$ cat src/rtl/clkreq_gate_pkg.sv
package clkreq_gate_pkg;
    typedef enum logic [1:0] {
        LANE_PARK = 2'd0,
        LANE_HI   = 2'd1,
        LANE_LO   = 2'd2
    } lane_state_e;
endpackage

$ cat src/rtl/req_sync.sv
module req_sync #(
    parameter int WIDTH = 9
) (
    input  logic             clk,
    input  logic             rst_n,
    input  logic [WIDTH-1:0] req_n_async,
    output logic [WIDTH-1:0] req_released
);
    logic [WIDTH-1:0] stage1_q;
    logic [WIDTH-1:0] stage2_q;

    // two flops per request; reset value means "released"
    for (genvar b = 0; b < WIDTH; b++) begin : g_bit
        always_ff @(posedge clk or negedge rst_n) begin
            if (!rst_n) begin
                stage1_q[b] <= 1'b1;
                stage2_q[b] <= 1'b1;
            end else begin
                stage1_q[b] <= req_n_async[b];
                stage2_q[b] <= stage1_q[b];
            end
        end
    end

    assign req_released = stage2_q;
endmodule

$ cat src/rtl/req_route.sv
module req_route #(
    parameter int NUM_REQ = 9,
    parameter int SEL_W   = 4
) (
    input  logic [NUM_REQ-1:0] req_released,
    input  logic [SEL_W-1:0]   sel,
    input  logic               stop_en,
    output logic               stop_req
);
    // select value k+1 picks request bit k; other codes pick nothing
    always_comb begin
        stop_req = 1'b0;
        for (int k = 0; k < NUM_REQ; k++) begin
            if (int'(sel) == k + 1) begin
                stop_req = stop_en & req_released[k];
            end
        end
    end
endmodule

$ cat src/rtl/lane_fsm.sv
module lane_fsm
    import clkreq_gate_pkg::*;
(
    input  logic clk,
    input  logic rst_n,
    input  logic stop_req,
    output logic true_en,
    output logic comp_en
);
    lane_state_e state_q;
    lane_state_e state_nx;

    always_comb begin
        state_nx = state_q;
        unique case (state_q)
            LANE_HI:   state_nx = LANE_LO;                          // hi_to_lo
            LANE_LO:   state_nx = stop_req ? LANE_PARK : LANE_HI;   // lo_to_park / lo_to_hi
            LANE_PARK: state_nx = stop_req ? LANE_PARK : LANE_HI;   // park_hold / park_to_hi
            default:   state_nx = LANE_PARK;
        endcase
    end

    always_ff @(posedge clk or negedge rst_n) begin
        if (!rst_n) state_q <= LANE_PARK;
        else        state_q <= state_nx;
    end

    always_comb begin
        true_en = 1'b0;
        comp_en = 1'b0;
        unique case (state_q)
            LANE_HI:   true_en = 1'b1;
            LANE_LO:   comp_en = 1'b1;
            LANE_PARK: ;
            default:   ;
        endcase
    end

    // a true-high phase lasts one cycle
    p_hi_one_cycle_r7: assert property (@(posedge clk) disable iff (!rst_n)
        state_q == LANE_HI |=> state_q == LANE_LO);

    // an unstopped low phase is followed by a high phase
    p_low_resumes_r7: assert property (@(posedge clk) disable iff (!rst_n)
        (state_q == LANE_LO && !stop_req) |=> state_q == LANE_HI);

    // parking is only entered from the complement-high phase
    p_park_from_low_r4: assert property (@(posedge clk) disable iff (!rst_n)
        (state_q == LANE_PARK && $past(state_q) != LANE_PARK) |-> $past(state_q) == LANE_LO);

    // restart begins with the true-high phase
    p_restart_high_r6: assert property (@(posedge clk) disable iff (!rst_n)
        (state_q != LANE_PARK && $past(state_q) == LANE_PARK) |-> state_q == LANE_HI);

    // a parked lane stays parked while its stop request holds
    p_park_holds_r5: assert property (@(posedge clk) disable iff (!rst_n)
        (state_q == LANE_PARK && stop_req) |=> state_q == LANE_PARK);
endmodule

$ cat src/rtl/clkreq_gate.sv
module clkreq_gate #(
    parameter int NUM_OUT = 8,
    parameter int NUM_REQ = 9,
    parameter int SEL_W   = 4
) (
    input  logic                     clk,
    input  logic                     rst_n,
    input  logic [NUM_REQ-1:0]       req_n,
    input  logic [NUM_OUT-1:0]       stop_en,
    input  logic [NUM_OUT*SEL_W-1:0] req_sel,
    output logic [NUM_OUT-1:0]       true_en,
    output logic [NUM_OUT-1:0]       comp_en
);
    localparam int SEL_BITS = NUM_OUT * SEL_W;

    logic [NUM_REQ-1:0] req_released;
    logic [NUM_OUT-1:0] lane_stop;

    req_sync #(.WIDTH(NUM_REQ)) u_sync (
        .clk          (clk),
        .rst_n        (rst_n),
        .req_n_async  (req_n),
        .req_released (req_released)
    );

    for (genvar i = 0; i < NUM_OUT; i++) begin : g_lane
        localparam int SEL_LSB = i * SEL_W;

        req_route #(.NUM_REQ(NUM_REQ), .SEL_W(SEL_W)) u_route (
            .req_released (req_released),
            .sel          (req_sel[SEL_LSB +: SEL_W]),
            .stop_en      (stop_en[i]),
            .stop_req     (lane_stop[i])
        );

        lane_fsm u_fsm (
            .clk      (clk),
            .rst_n    (rst_n),
            .stop_req (lane_stop[i]),
            .true_en  (true_en[i]),
            .comp_en  (comp_en[i])
        );

        // a non-stoppable lane follows each true pulse with a complement pulse
        p_free_lane_toggles_r2: assert property (@(posedge clk) disable iff (!rst_n)
            (!stop_en[i] && $past(!stop_en[i]) && $past(true_en[i])) |-> comp_en[i]);

        // the two phases never overlap at the ports
        p_no_overlap_r7: assert property (@(posedge clk) disable iff (!rst_n)
            !(true_en[i] && comp_en[i]));
    end

    if (SEL_BITS != $bits(req_sel)) begin : g_bad_width
        $error("select bus width mismatch");
    end
endmodule

$ cat config.mk
export PLATFORM = sky130hd
export DESIGN_NAME = clkreq_gate
export DESIGN_NICKNAME = d
export VERILOG_FILES = /design/src/rtl/clkreq_gate_pkg.sv /design/src/rtl/req_sync.sv /design/src/rtl/req_route.sv /design/src/rtl/lane_fsm.sv /design/src/rtl/clkreq_gate.sv
export SDC_FILE = /design/constraint.sdc
export NUM_CORES = 1
export LEC_CHECK = 0
export BUFFER_PORTS_ARGS = -buffer_cell sky130_fd_sc_hd__buf_4
export CORE_UTILIZATION = 25
export CTS_BUF_LIST = sky130_fd_sc_hd__clkbuf_2 sky130_fd_sc_hd__clkbuf_4 sky130_fd_sc_hd__clkbuf_8
export DETAILED_ROUTE_END_ITERATION = 16
export PLACE_DENSITY_LB_ADDON = 0.3
export SYNTH_ARGS = -nofsm -noshare
export SYNTH_HDL_FRONTEND = slang
export SYNTH_SLANG_ARGS = --single-unit
export TNS_END_PERCENT = 100
$ cat constraint.sdc
create_clock -name clk -period 4.52 [get_ports clk]
set_clock_uncertainty 0.15 [all_clocks]
set_input_delay 0.452 -clock clk [delete_from_list [all_inputs] [get_ports clk]]
set_output_delay 0.452 -clock clk [all_outputs]
set_load 0.05 [all_outputs]
# Yosys cells after proc, flatten, opt, wreduce, memory -nomap -nowiden
# Cells that the tools add are included.
# Widths: inputs -> output; s select.
dict set report classes {
  n_eq_ne 88
  mux 104
  bitwise_logic 72
  reduce_logical 16
}
# operator n
set ops {}
lappend ops {{$eq 4x4->1 const B} 48}
lappend ops {{$mux 1} 96}
lappend ops {{$and 1x1->1} 72}
lappend ops {{$eq 4x3->1 const B} 16}
lappend ops {{$eq 4x2->1 const B} 8}
lappend ops {{$pmux 2 s2} 8}
lappend ops {{$eq 2x1->1 const B} 8}
lappend ops {{$eq 2x2->1 const B} 8}
lappend ops {{$logic_not 2->1} 8}
lappend ops {{$reduce_or 2->1} 8}
dict set report word_totals {
  reg_bits 34
  inputBits 51
  output_inout_bits 16
  elab_cells 306
}

# Longest topological paths before layout
# Gate-level depths: netlist (run 1).
dict set report depth {
  word_depth 12
  mapped_depth 5
  ltp_nobuf 4
}

# Cells and area by module
# From an unflattened synthesis (run 1), not the netlist that was laid out.
dict set report hier_totals {
  hier_cells 146
  area_unflattened_um2 1824.2
}
# module instances cells_per_inst area_each_um2 seq_area_each_um2
set modules_own_cells {}
lappend modules_own_cells {req_route 8 11 100.1 0.0}
lappend modules_own_cells {lane_fsm 8 5 68.8 50.0}
lappend modules_own_cells {req_sync 1 18 473.0 473.0}

# Least setup slack after synthesis (run 1)
# OpenSTA, ideal clock, no wires.
dict set report synth_timing {
  path_kind {input port to flip-flop}
  start {in req_sel[10]}
  end {reg g_lane[2].u_fsm.state_q[0]}
  setup_ns 0.094
  t_arrival_ns 1.387
  t_required_ns 4.276
  setup_slack_ns 2.889
  cell_stages 3
  n_path_buf 0
  path_cell_list {mux4_2 mux2_4 a221oi_2}
}
dict set report synth_between {
  elab_chain_len 12
  elab_cells_between_ends 20
  classes_between {eq/ne (9); mux (11)}
}
# element line_no
set synth_rtl {}
lappend synth_rtl {{start, declared} clkreq_gate.sv:10} ;# input logic [NUM_OUT*SEL_W-1:0] req_sel,
lappend synth_rtl {{$eq 4x2->1} req_route.sv:14} ;# if (int'(sel) == k + 1) begin
lappend synth_rtl {{$mux 1 (8 in series)} req_route.sv:14}
lappend synth_rtl {{$mux 1 *} req_route.sv:14}
lappend synth_rtl {{$mux 1 *} {lane_fsm.sv:17, lane_fsm.sv:18}}
lappend synth_rtl {{$pmux 2 s2 *} lane_fsm.sv:15} ;# unique case (state_q)
lappend synth_rtl {{net g_lane[2].u_fsm.state_nx[0]} lane_fsm.sv:11} ;# lane_state_e state_nx;
lappend synth_rtl {{end signal, assigned} lane_fsm.sv:25} ;# else state_q <= state_nx;
lappend synth_rtl {{end, declared} lane_fsm.sv:10} ;# lane_state_e state_q;
# The timed path passes the listed nets; every way through them passes the cells marked *.

# Final worst setup path (run 1)
dict set report layout_timing {
  start {reg g_lane[6].u_fsm.state_q[0]}
  end {out true_en[6]}
}
dict set report layout_between {
  elab_chain_len 2
}
# element line_no
set layout_rtl {}
lappend layout_rtl {{start, declared} lane_fsm.sv:10}
lappend layout_rtl {{start signal, assigned} lane_fsm.sv:25}
lappend layout_rtl {{$eq 2x1->1} lane_fsm.sv:31} ;# unique case (state_q)
lappend layout_rtl {{$mux 1} lane_fsm.sv:31}
lappend layout_rtl {{end, declared} clkreq_gate.sv:11} ;# output logic [NUM_OUT-1:0] true_en,
# No other way between the ends.

==> impl_metrics.py, run 1 <==
metrics = {
    "synth": {
        "synth.distinct_cells": 19,
        "synth_area_leader_cell": "dfstp_2",
        "synth_edf_count": 0,
        "synth.top_cell.area_share": 0.2571,
        "synth_compound_area_frac": 0.1034,
        "synth_seq_cells": 34,
        "syn_area_um2": 1839,
        "synth_area_leaders": "dfstp_2 26%, dfrtp_1 22%, mux4_2 9.8%",
        "synthFlopType": "dfstp_2",
        "ys_seq_area_frac": 0.4748,
        "syn-num-nets": 198,
        "synth_async_sr_flop_share": 1.000,
        "synthMuxAreaShare": 0.2320,
        "yosysWarnings": 0,
        "synthSimpleGateAreaFrac": 0.1061,
        "synth_common_cells": "19 x nor2b_1, 18 x dfstp_2, 16 x buf_4, 16 x dfrtp_1, 10 x mux2i_1",
        "synthMostInstantiatedCell": "nor2b_1",
        "synth_fa_ha_area_frac": 0,
        "synth_top_family_by_area": "multiplexers",
        "avgSynthCellArea_um2": 12.51,
        "syn-instance-count": 147,
        "synth_xor_area_frac": 0,
    },
    "worst_setup_path": {
        "crit_fanout": 3,
        "startpoint_type": "register",
        "cp-end-kind": "output pin",
        "critical_path_class": "reg2out",
        "required_ps": 3920,
        "crit_arrival_ps": 1090,
    },
    "route": {
        "vias": 1321,
        "finalWirelength_mm": 4.229,
        "drt-wirelength-per-cell_um": 14.05,
        "vias_per_cell": 4.389,
        "drt_iter0_markers": 52,
        "drt_pass1_iterations": 4,
        "ant_nets": 0,
        "drc_errors": 0,
    },
    "timing": {
        "final_max_slew_viol_count": 0,
        "rsz0062_at_grt": "false",
        "hold_viol": 0,
        "fin_crit_sh": 0.3742,
        "worst_pin_slew_ps": 428.7,
        "report.final.setup_viol": 0,
        "finalSetupTns_ps": 0,
        "layout_min_cycle_time_ps": 1691,
        "slew_headroom": 0.7142,
        "max_freq_mhz": 591.2,
    },
    "placement": {
        "dp_cells": 292,
        "dp_hpwl_mm": 3.000,
        "gp_congestion": 0.7181,
        "port_buffers": 66,
    },
    "clock_tree": {
        "cts_root_buf": "clkbuf_8",
        "cts.sinks": 34,
        "cts.clk_slew.worst_paths_ps": 80,
        "cts_buffers": 5,
        "cts_setup_buffers": 0,
        "cts_hold_buf": 1,
        "h-tree-depth": 2,
        "cts_resized": 0,
        "cts_max_path_buffers": 2,
        "clk-insertion-delay-late_ps": 280,
        "cts_tree": "built",
    },
    "power_and_ir_drop": {
        "pwr-share-clk": 0.287,
        "p_seq_frac": 0.391,
        "pwr-share-comb": 0.322,
        "power.switching_mw": 0.3449,
        "peakVddDrop_mv": 0.2506,
        "netSwitchingFraction": 0.3475,
        "p_int_mw": 0.6478,
        "leakage_nw": 1.093,
        "powerDensity_nw_per_um2": 404.4,
    },
    "global_route": {
        "grt_pass1_wl_mm": 6.465,
        "grt.overflow.total": 0,
        "grt_pass1_vias": 1280,
        "antenna_found_initial": 0,
        "track_usage": 0.1153,
        "grt_max_degree": 35,
    },
    "layout": {
        "drive_gt1_frac": 0.5756,
        "synthToLayoutAreaGrowth_pct": 33.47,
        "antenna_cells": 0,
        "regArea_um2": 873.3,
        "n_fill_cell": 709,
        "final_cells": 301,
        "multi_input_area_um2": 812.0,
        "layout.nets": 255,
    },
    "floorplan": {
        "dieHeight_um": 87.78,
        "ioPinCount": 67,
        "dieArea_um2": 7704,
        "initial_core_util": 0.2649,
        "core_area_um2": 6944,
        "die_w_um": 87.78,
        "rows": 30,
    },
    "status": {
        "outcome": "completed",
    },
    "worst_hold_path": {
        "holdCritPathClass": "in2reg",
    },
    "run": {
        "cap_viol_max_count": 0,
    },
}
-- cells by family (layout without fill, tap and decap cells) --
family                 Yosys count  in the layout
AO/OA/AOI/OAI                   29             29
flip-flops                      34             34
multiplexers                    30             30
AND/OR/NAND/NOR                 29             29
buffers and inverters           25             83
-- state kept, by name, indices dropped and copies added (netlist names) --
register              cells
g_lane.u_fsm.state_q     16
u_sync.req_released       9
u_sync.stage1_q           9
-- final timing paths --
kind,slack [ps],startpoint,depth (start not counted),end
max in group asynchronous,3380,rst_n,2,u_sync.req_released[4]
worst min-delay path,120,req_n[0],1,u_sync.stage1_q[0]
worst max-delay path,2830,g_lane[6].u_fsm.state_q[0],2,true_en[6]
worst min register to register,200,u_sync.stage1_q[8],0,u_sync.req_released[8]
min in group asynchronous,500,rst_n,2,g_lane[2].u_fsm.state_q[0]
worst max register to register,2860,u_sync.req_released[2],3,g_lane[2].u_fsm.state_q[0]
-- critical path, cell delays in order (launching register included) --
cell and delay (ps):
dfrtp_1 400, nor2b_1 190, buf_4 220
-- area by class of cell --
type,instances,area share
flip-flops and latches,34,0.3558
multi-input cells,88,0.3308
repair buffers,67,0.2059
well taps,96,0.04893
clock buffers,5,0.02803
clock inverters,3,0.01835
inverters,8,0.01223
-- metal layers --
| metal | track usage | share of wire | wire, um | up-vias |
|---|---|---|---|---|
| met5 | 0 | 0 | 0 | - |
| met4 | 0.03130 | 0.0045 | 19 | 0 |
| met3 | 0.03676 | 0.072 | 304 | 2 |
| met2 | 0.1804 | 0.46 | 1961 | 42 |
| met1 | 0.1536 | 0.46 | 1943 | 635 |
| li1 | - | - | - | 642 |
-- metrics by stage --
stage	utilization	cell area, um2	hold slack (ps)	total power, mW	setup slack (ps)
2_1_floorplan	-	1839	6.409	0.6407	2889
3_3_place_gp	0.3357	2331	195.6	0.7133	2758
3_5_place_dp	0.3357	2331	196.9	0.7155	2707
4_1_cts	0.3535	2455	108.0	1.011	2802
5_1_grt	0.3535	2455	92.90	1.047	2728
6_report	0.3535	2455	123.7	0.9927	2829
-- layout by cell type, fill, tap and decap left out, types with 9 or more instances in the layout --
| cell | n |
|---|---|
| dfstp_2 | 18 |
| dfrtp_1 | 16 |
| mux2i_1 | 10 |
| buf_4 | 66 |
| mux2_2 | 9 |
| nor2b_1 | 19 |
-- power groups by stage --
| stage | combinational (mW) | sequential [mW] | clock, mW |
|---|---|---|---|
| 2_1_floorplan | 0.261 | 0.379 | 0 |
| 3_3_place_gp | 0.320 | 0.394 | 0 |
| 6_report | 0.320 | 0.388 | 0.285 |
| 5_1_grt | 0.339 | 0.395 | 0.313 |
| 3_5_place_dp | 0.322 | 0.393 | 0 |
| 4_1_cts | 0.323 | 0.389 | 0.299 |
Note: power is estimated with default switching activity, not from simulation.
==> run 2, diff against run 1 <==
- clock period: 4.52 -> 1.5 ns (I/O delays scaled with it)
==> impl_metrics.py, run 2 (same netlist as run 1, synthesis figures left out) <==
metrics = {
    "clock_tree": {
        "h-tree-depth": 2,
        "cts_buffers": 5,
        "clk-insertion-delay-late_ps": 290,
        "cts.clk_slew.worst_paths_ps": 70,
        "cts_tree": "built",
        "cts_max_path_buffers": 2,
        "cts_root_buf": "clkbuf_8",
        "cts.sinks": 34,
    },
    "worst_hold_path": {
        "min_path_cells": 3,
        "holdCritPathClass": "in2reg",
        "min_from": "req_sel[25]",
        "min_to": "g_lane[6].u_fsm.state_q[0]",
    },
    "layout": {
        "top_register": "g_lane.u_fsm.state_q",
        "antenna_cells": 0,
        "n_fill_cell": 708,
        "drive_gt1_frac": 0.5776,
        "regArea_um2": 873.3,
        "layout.nets": 282,
        "layout_common_cells": "74 x buf_4, 20 x dlygate4sd3_1, 19 x nor2b_1, 18 x dfstp_2, 16 x dfrtp_1",
        "synthToLayoutAreaGrowth_pct": 46.67,
        "largest_reg_flops": 16,
        "layout_commonest_cell": "buf_4",
        "multi_input_area_um2": 832.0,
    },
    "timing": {
        "finalSetupTns_ps": -219.0,
        "slew_headroom": 0.7214,
        "layout_min_cycle_time_ps": 1587,
        "max_freq_mhz": 630.1,
        "report.final.setup_viol": 3,
        "hold_ws_ps": 36.32,
        "rsz0062_at_grt": "true",
        "fin_ws_ps": -86.95,
        "hold_viol": 0,
        "fin_crit_sh": 1.058,
        "worst_pin_slew_ps": 417.9,
        "final_max_slew_viol_count": 0,
    },
    "route": {
        "drt-wirelength-per-cell_um": 13.02,
        "drt_iter0_markers": 30,
        "vias": 1445,
        "finalWirelength_mm": 4.271,
        "drc_errors": 0,
        "drt_pass1_iterations": 4,
        "vias_per_cell": 4.405,
        "ant_nets": 0,
    },
    "placement": {
        "port_buffers": 66,
        "dp_hpwl_mm": 3.137,
        "gp_congestion": 0.6714,
    },
    "power_and_ir_drop": {
        "powerDensity_nw_per_um2": 1065,
        "power_mw": 2.872,
        "leakage_nw": 1.208,
        "peakVddDrop_mv": 0.6463,
    },
    "global_route": {
        "grt.overflow.total": 0,
        "antenna_found_initial": 0,
        "track_usage": 0.1185,
        "grt_pass1_wl_mm": 6.720,
        "grt_max_degree": 35,
        "grt_pass1_vias": 1429,
    },
    "status": {
        "outcome": "complete, but fails checks",
        "violations": "setup timing",
    },
    "worst_setup_path": {
        "r2r_end": "g_lane[2].u_fsm.state_q[0]",
        "crit_path_max_incr_delay_ps": 470,
        "critical_path_class": "reg2reg",
        "cp-end-kind": "register",
        "r2r_slack_ps": -90,
        "startpoint_type": "register",
        "required_ps": 1540,
        "crit_arrival_ps": 1630,
        "slowest_stage": "mux4_2",
        "r2r_cells": 3,
        "crit_fanout": 5,
        "worstPathCellList": "mux4_2, mux2_4, a221oi_2",
        "regToRegStartpoint": "u_sync.req_released[6]",
    },
    "floorplan": {
        "ioPinCount": 67,
        "dieHeight_um": 87.78,
        "rows": 30,
        "core_area_um2": 6944,
        "die_w_um": 87.78,
        "initial_core_util": 0.2649,
        "dieArea_um2": 7704,
    },
    "run": {
        "cap_viol_max_count": 0,
    },
}
[run 2: report_power, final]
group / switching [mW] / internal, mW
Combinational: 0.600 / 0.442
Sequential: 0.0889 / 1.07
Clock: 0.335 / 0.340
Total: 1.02 / 1.85
[run 2: how the worst max path moves through the flow]
stage	from	to	cells after the start
after detailed placement	u_sync.req_released[6]	g_lane[5].u_fsm.state_q[0]	3
after CTS	u_sync.req_released[6]	g_lane[2].u_fsm.state_q[0]	3
after global placement	u_sync.req_released[6]	g_lane[2].u_fsm.state_q[0]	3
after global routing	u_sync.req_released[6]	g_lane[6].u_fsm.state_q[0]	3
final	u_sync.req_released[6]	g_lane[2].u_fsm.state_q[0]	3
after floorplan	u_sync.req_released[6]	g_lane[2].u_fsm.state_q[0]	3
[run 2: final cells by class]
cell class,instances,area share
Clock inverter,2,0.003711
Inverter,8,0.01113
Clock buffer,6,0.02829
Tap cell,96,0.04453
Sequential cell,34,0.3237
Timing Repair Buffer,94,0.2801
Multi-Input combinational cell,88,0.3084
[run 2: routing by layer]
| metal | part of all wire | global-route usage | routed length, um |
|---|---|---|---|
| met4 | 0.018 | 0.05365 | 76 |
| met2 | 0.48 | 0.1966 | 2032 |
| met3 | 0.056 | 0.02922 | 241 |
| met1 | 0.45 | 0.1453 | 1921 |
| met5 | 0 | 0 | 0 |
[run 2: what timing repair did]
| action | in CTS | in global routing |
|---|---|---|
| pin swaps | 3 | 3 |
| buffers inserted | 0 | 1 |
| gates resized for setup | 4 | 10 |
| endpoints found under the hold margin | 48 | 0 |
| setup endpoints to repair | 8 | 8 |
| hold buffers | 20 | 0 |
[run 2: metrics by stage]
step	worst slack, ps	std cells	utilization	cell area, um2
3_5_place_dp	-57.95	299	0.3432	2384
6_report	-86.95	328	0.3885	2698
4_1_cts	-98.13	327	0.3850	2674
3_3_place_gp	-44.96	299	0.3432	2384
5_1_grt	-132.8	328	0.3885	2698
2_1_floorplan	-12.31	147	-	1841
[run 2: critical path: cells and delay by family (launching register included)]
| kind | cells | cell delay (ps) |
|---|---|---|
| muxes | 2 | 740 |
| DFF | 1 | 390 |
| AOI/OAI and AO/OA | 1 | 210 |
==> run 3, diff against run 2 <==
- SYNTH_HIERARCHICAL: not set -> 1
==> impl_metrics.py, run 3 <==
metrics = {
    "status": {
        "outcome": "complete, but fails checks",
        "violations": "setup timing",
    },
    "clock_tree": {
        "cts_setup_buffers": 0,
        "h-tree-depth": 2,
        "cts_tree": "built",
        "cts.clk_slew.worst_paths_ps": 80,
        "cts_root_buf": "clkbuf_8",
        "clk-insertion-delay-late_ps": 290,
        "cts.sinks": 34,
        "cts_buffers": 5,
        "cts_max_path_buffers": 2,
    },
    "worst_setup_path": {
        "critical_path_class": "reg2reg",
        "cp.depth": 4,
        "crit_path_max_incr_delay_ps": 620,
        "slowest_stage": "dfstp_2",
        "critical_path_buf_inv_count": 0,
        "worstPathCellList": "mux2i_1, nor4bb_1, o311a_1, nor2_1",
        "r2r_cells": 4,
        "cp-end-kind": "register",
        "crit_arrival_ps": 1530,
        "crit_family": "flip-flops",
        "startpoint_type": "register",
        "crit_fanout": 8,
        "required_ps": 1530,
    },
    "power_and_ir_drop": {
        "pwr-share-clk": 0.311,
        "netSwitchingFraction": 0.3362,
        "peakVddDrop_mv": 0.5179,
        "p_seq_frac": 0.351,
        "powerDensity_nw_per_um2": 1269,
        "p_int_mw": 2.252,
        "leakage_nw": 1.224,
        "power.switching_mw": 1.140,
        "pwr-share-comb": 0.338,
    },
    "layout": {
        "post-route-util": 0.3871,
        "layout_commonest_cell": "buf_4",
        "largest_reg_flops": 16,
        "layout_common_cells": "66 x buf_4, 32 x mux2i_1, 18 x dfstp_2, 16 x dfrtp_1, 16 x a211oi_1",
        "synthToLayoutAreaGrowth_pct": 46.57,
        "drive_gt1_frac": 0.4626,
        "top_register": "g_lane.u_fsm/state_q",
        "layout.nets": 277,
        "n_fill_cell": 697,
        "antenna_cells": 0,
    },
    "synth": {
        "synth_seq_cells": 34,
        "synth_common_cells": "32 x mux2i_1, 18 x dfstp_2, 16 x a211oi_1, 16 x dfrtp_1",
        "synth_edf_count": 0,
        "synth_async_sr_flop_share": 1.000,
        "synthFlopType": "dfstp_2",
        "yosysWarnings": 6,
        "ys_seq_area_frac": 0.4787,
        "syn-num-nets": 197,
        "synth_area_leader_cell": "dfstp_2",
        "synthMostInstantiatedCell": "mux2i_1",
        "synth.top_cell.area_share": 0.2593,
        "avgSynthCellArea_um2": 12.49,
        "synth_area_leaders": "dfstp_2 26%, dfrtp_1 22%, mux2i_1 18%",
        "synth.distinct_cells": 12,
        "syn_area_um2": 1824,
        "syn-instance-count": 146,
    },
    "global_route": {
        "track_usage": 0.1254,
        "antenna_found_initial": 0,
        "grt_pass1_wl_mm": 7.169,
        "grt_max_degree": 35,
        "grt_pass1_vias": 1530,
        "grt.overflow.total": 0,
    },
    "run": {
        "cap_viol_max_count": 0,
    },
    "floorplan": {
        "dieHeight_um": 87.42,
        "initial_core_util": 0.2641,
        "die_w_um": 87.42,
        "rows": 30,
        "dieArea_um2": 7642,
        "ioPinCount": 67,
        "core_area_um2": 6907,
    },
    "timing": {
        "layout_min_cycle_time_ps": 1506,
        "rsz0062_at_grt": "true",
        "finalSetupTns_ps": -5.852,
        "worst_pin_slew_ps": 433.5,
        "fin_ws_ps": -5.580,
        "hold_viol": 0,
        "report.final.setup_viol": 2,
        "fin_crit_sh": 1.004,
        "slew_headroom": 0.7110,
        "max_freq_mhz": 664.2,
        "final_max_slew_viol_count": 0,
    },
    "route": {
        "finalWirelength_mm": 4.507,
        "drt_pass1_iterations": 4,
        "drt_iter0_markers": 65,
        "ant_nets": 0,
        "vias": 1505,
        "drc_errors": 0,
        "vias_per_cell": 4.659,
        "drt-wirelength-per-cell_um": 13.95,
    },
    "placement": {
        "dp_hpwl_mm": 3.342,
        "gp_congestion": 0.7019,
        "port_buffers": 66,
    },
    "worst_hold_path": {
        "min_path_cells": 3,
        "holdCritPathClass": "in2reg",
    },
}
[run 3: cell count changes after synthesis, moves of 9 or more]
cell      before  now
mux2_2         9    0
mux2i_1       10   32
buf_4         16    0
a211oi_1       2   16
nor2b_1       19    8
[run 3: layout make-up]
class / instances / area [um2] / share of cell area
Sequential cell: 34 / 873.3 / 0.3266
Clock buffer: 6 / 82.58 / 0.03088
Timing Repair Buffer: 81 / 645.6 / 0.2415
Tap cell: 96 / 120.1 / 0.04492
Clock inverter: 2 / 60.06 / 0.02246
Multi-Input combinational cell: 104 / 892.1 / 0.3336
[run 3: what timing repair did]
item	CTS	global route
hold buffers	14	1
endpoints found under the setup margin	5	8
pin swaps	8	11
hold endpoints to repair	47	1
gates resized for setup	2	3
cloned	0	0
[run 3: kinds of logic after synthesis]
kind of cell           synth area share
AND/OR/NAND/NOR                  0.1646
flip-flops                       0.4787
AO/OA/AOI/OAI                    0.1317
multiplexers                     0.1756
buffers and inverters           0.04938
[run 3: through the flow]
stage,hold WS [ps],std cells,area [um2],power [mW],setup slack [ps]
2_1_floorplan,-295.6,146,1824,1.936,132.2
3_3_place_gp,-19.19,300,2350,2.314,31.64
3_5_place_dp,-24.72,300,2350,2.329,-32.70
4_1_cts,0.9200,322,2645,3.431,-26.46
5_1_grt,3.750,323,2674,3.549,-113.9
6_report,5.637,323,2674,3.392,-5.580
[run 3: routing by layer]
layer  share of wire  up-vias  global-route usage  wire (um)
met1            0.44      736              0.1481       1967
met3           0.046        9             0.03602        208
li1                -      722                   -          -
met2            0.50       38              0.2145       2263
met5               0        -                   0          0
met4           0.015        0             0.04769         68
[run 3: final timing paths]
kind	from	endpoint	slack, ps
max	u_sync/req_released[5]	g_lane[1].u_fsm/state_q[0]	-6
min	stop_en[0]	g_lane[0].u_fsm/state_q[0]	6
max reg2reg	u_sync/req_released[5]	g_lane[1].u_fsm/state_q[0]	-6
min reg2reg	u_sync/stage1_q[5]	u_sync/req_released[5]	200
max in group asynchronous	rst_n	u_sync/req_released[8]	660
min in group asynchronous	rst_n	g_lane[7].u_fsm/state_q[0]	190
[run 3: worst min-delay path: stages]
cell and delay [ps]:
buf_4 80, o311a_1 140, nor2_1 40
[run 3: power groups by stage]
stage	registers [mW]	logic, mW	clock network, mW
floorplan	1.17	0.766	0
global placement	1.20	1.11	0
detailed placement	1.21	1.12	0
CTS	1.19	1.15	1.08
global route	1.22	1.21	1.12
finish	1.19	1.15	1.05
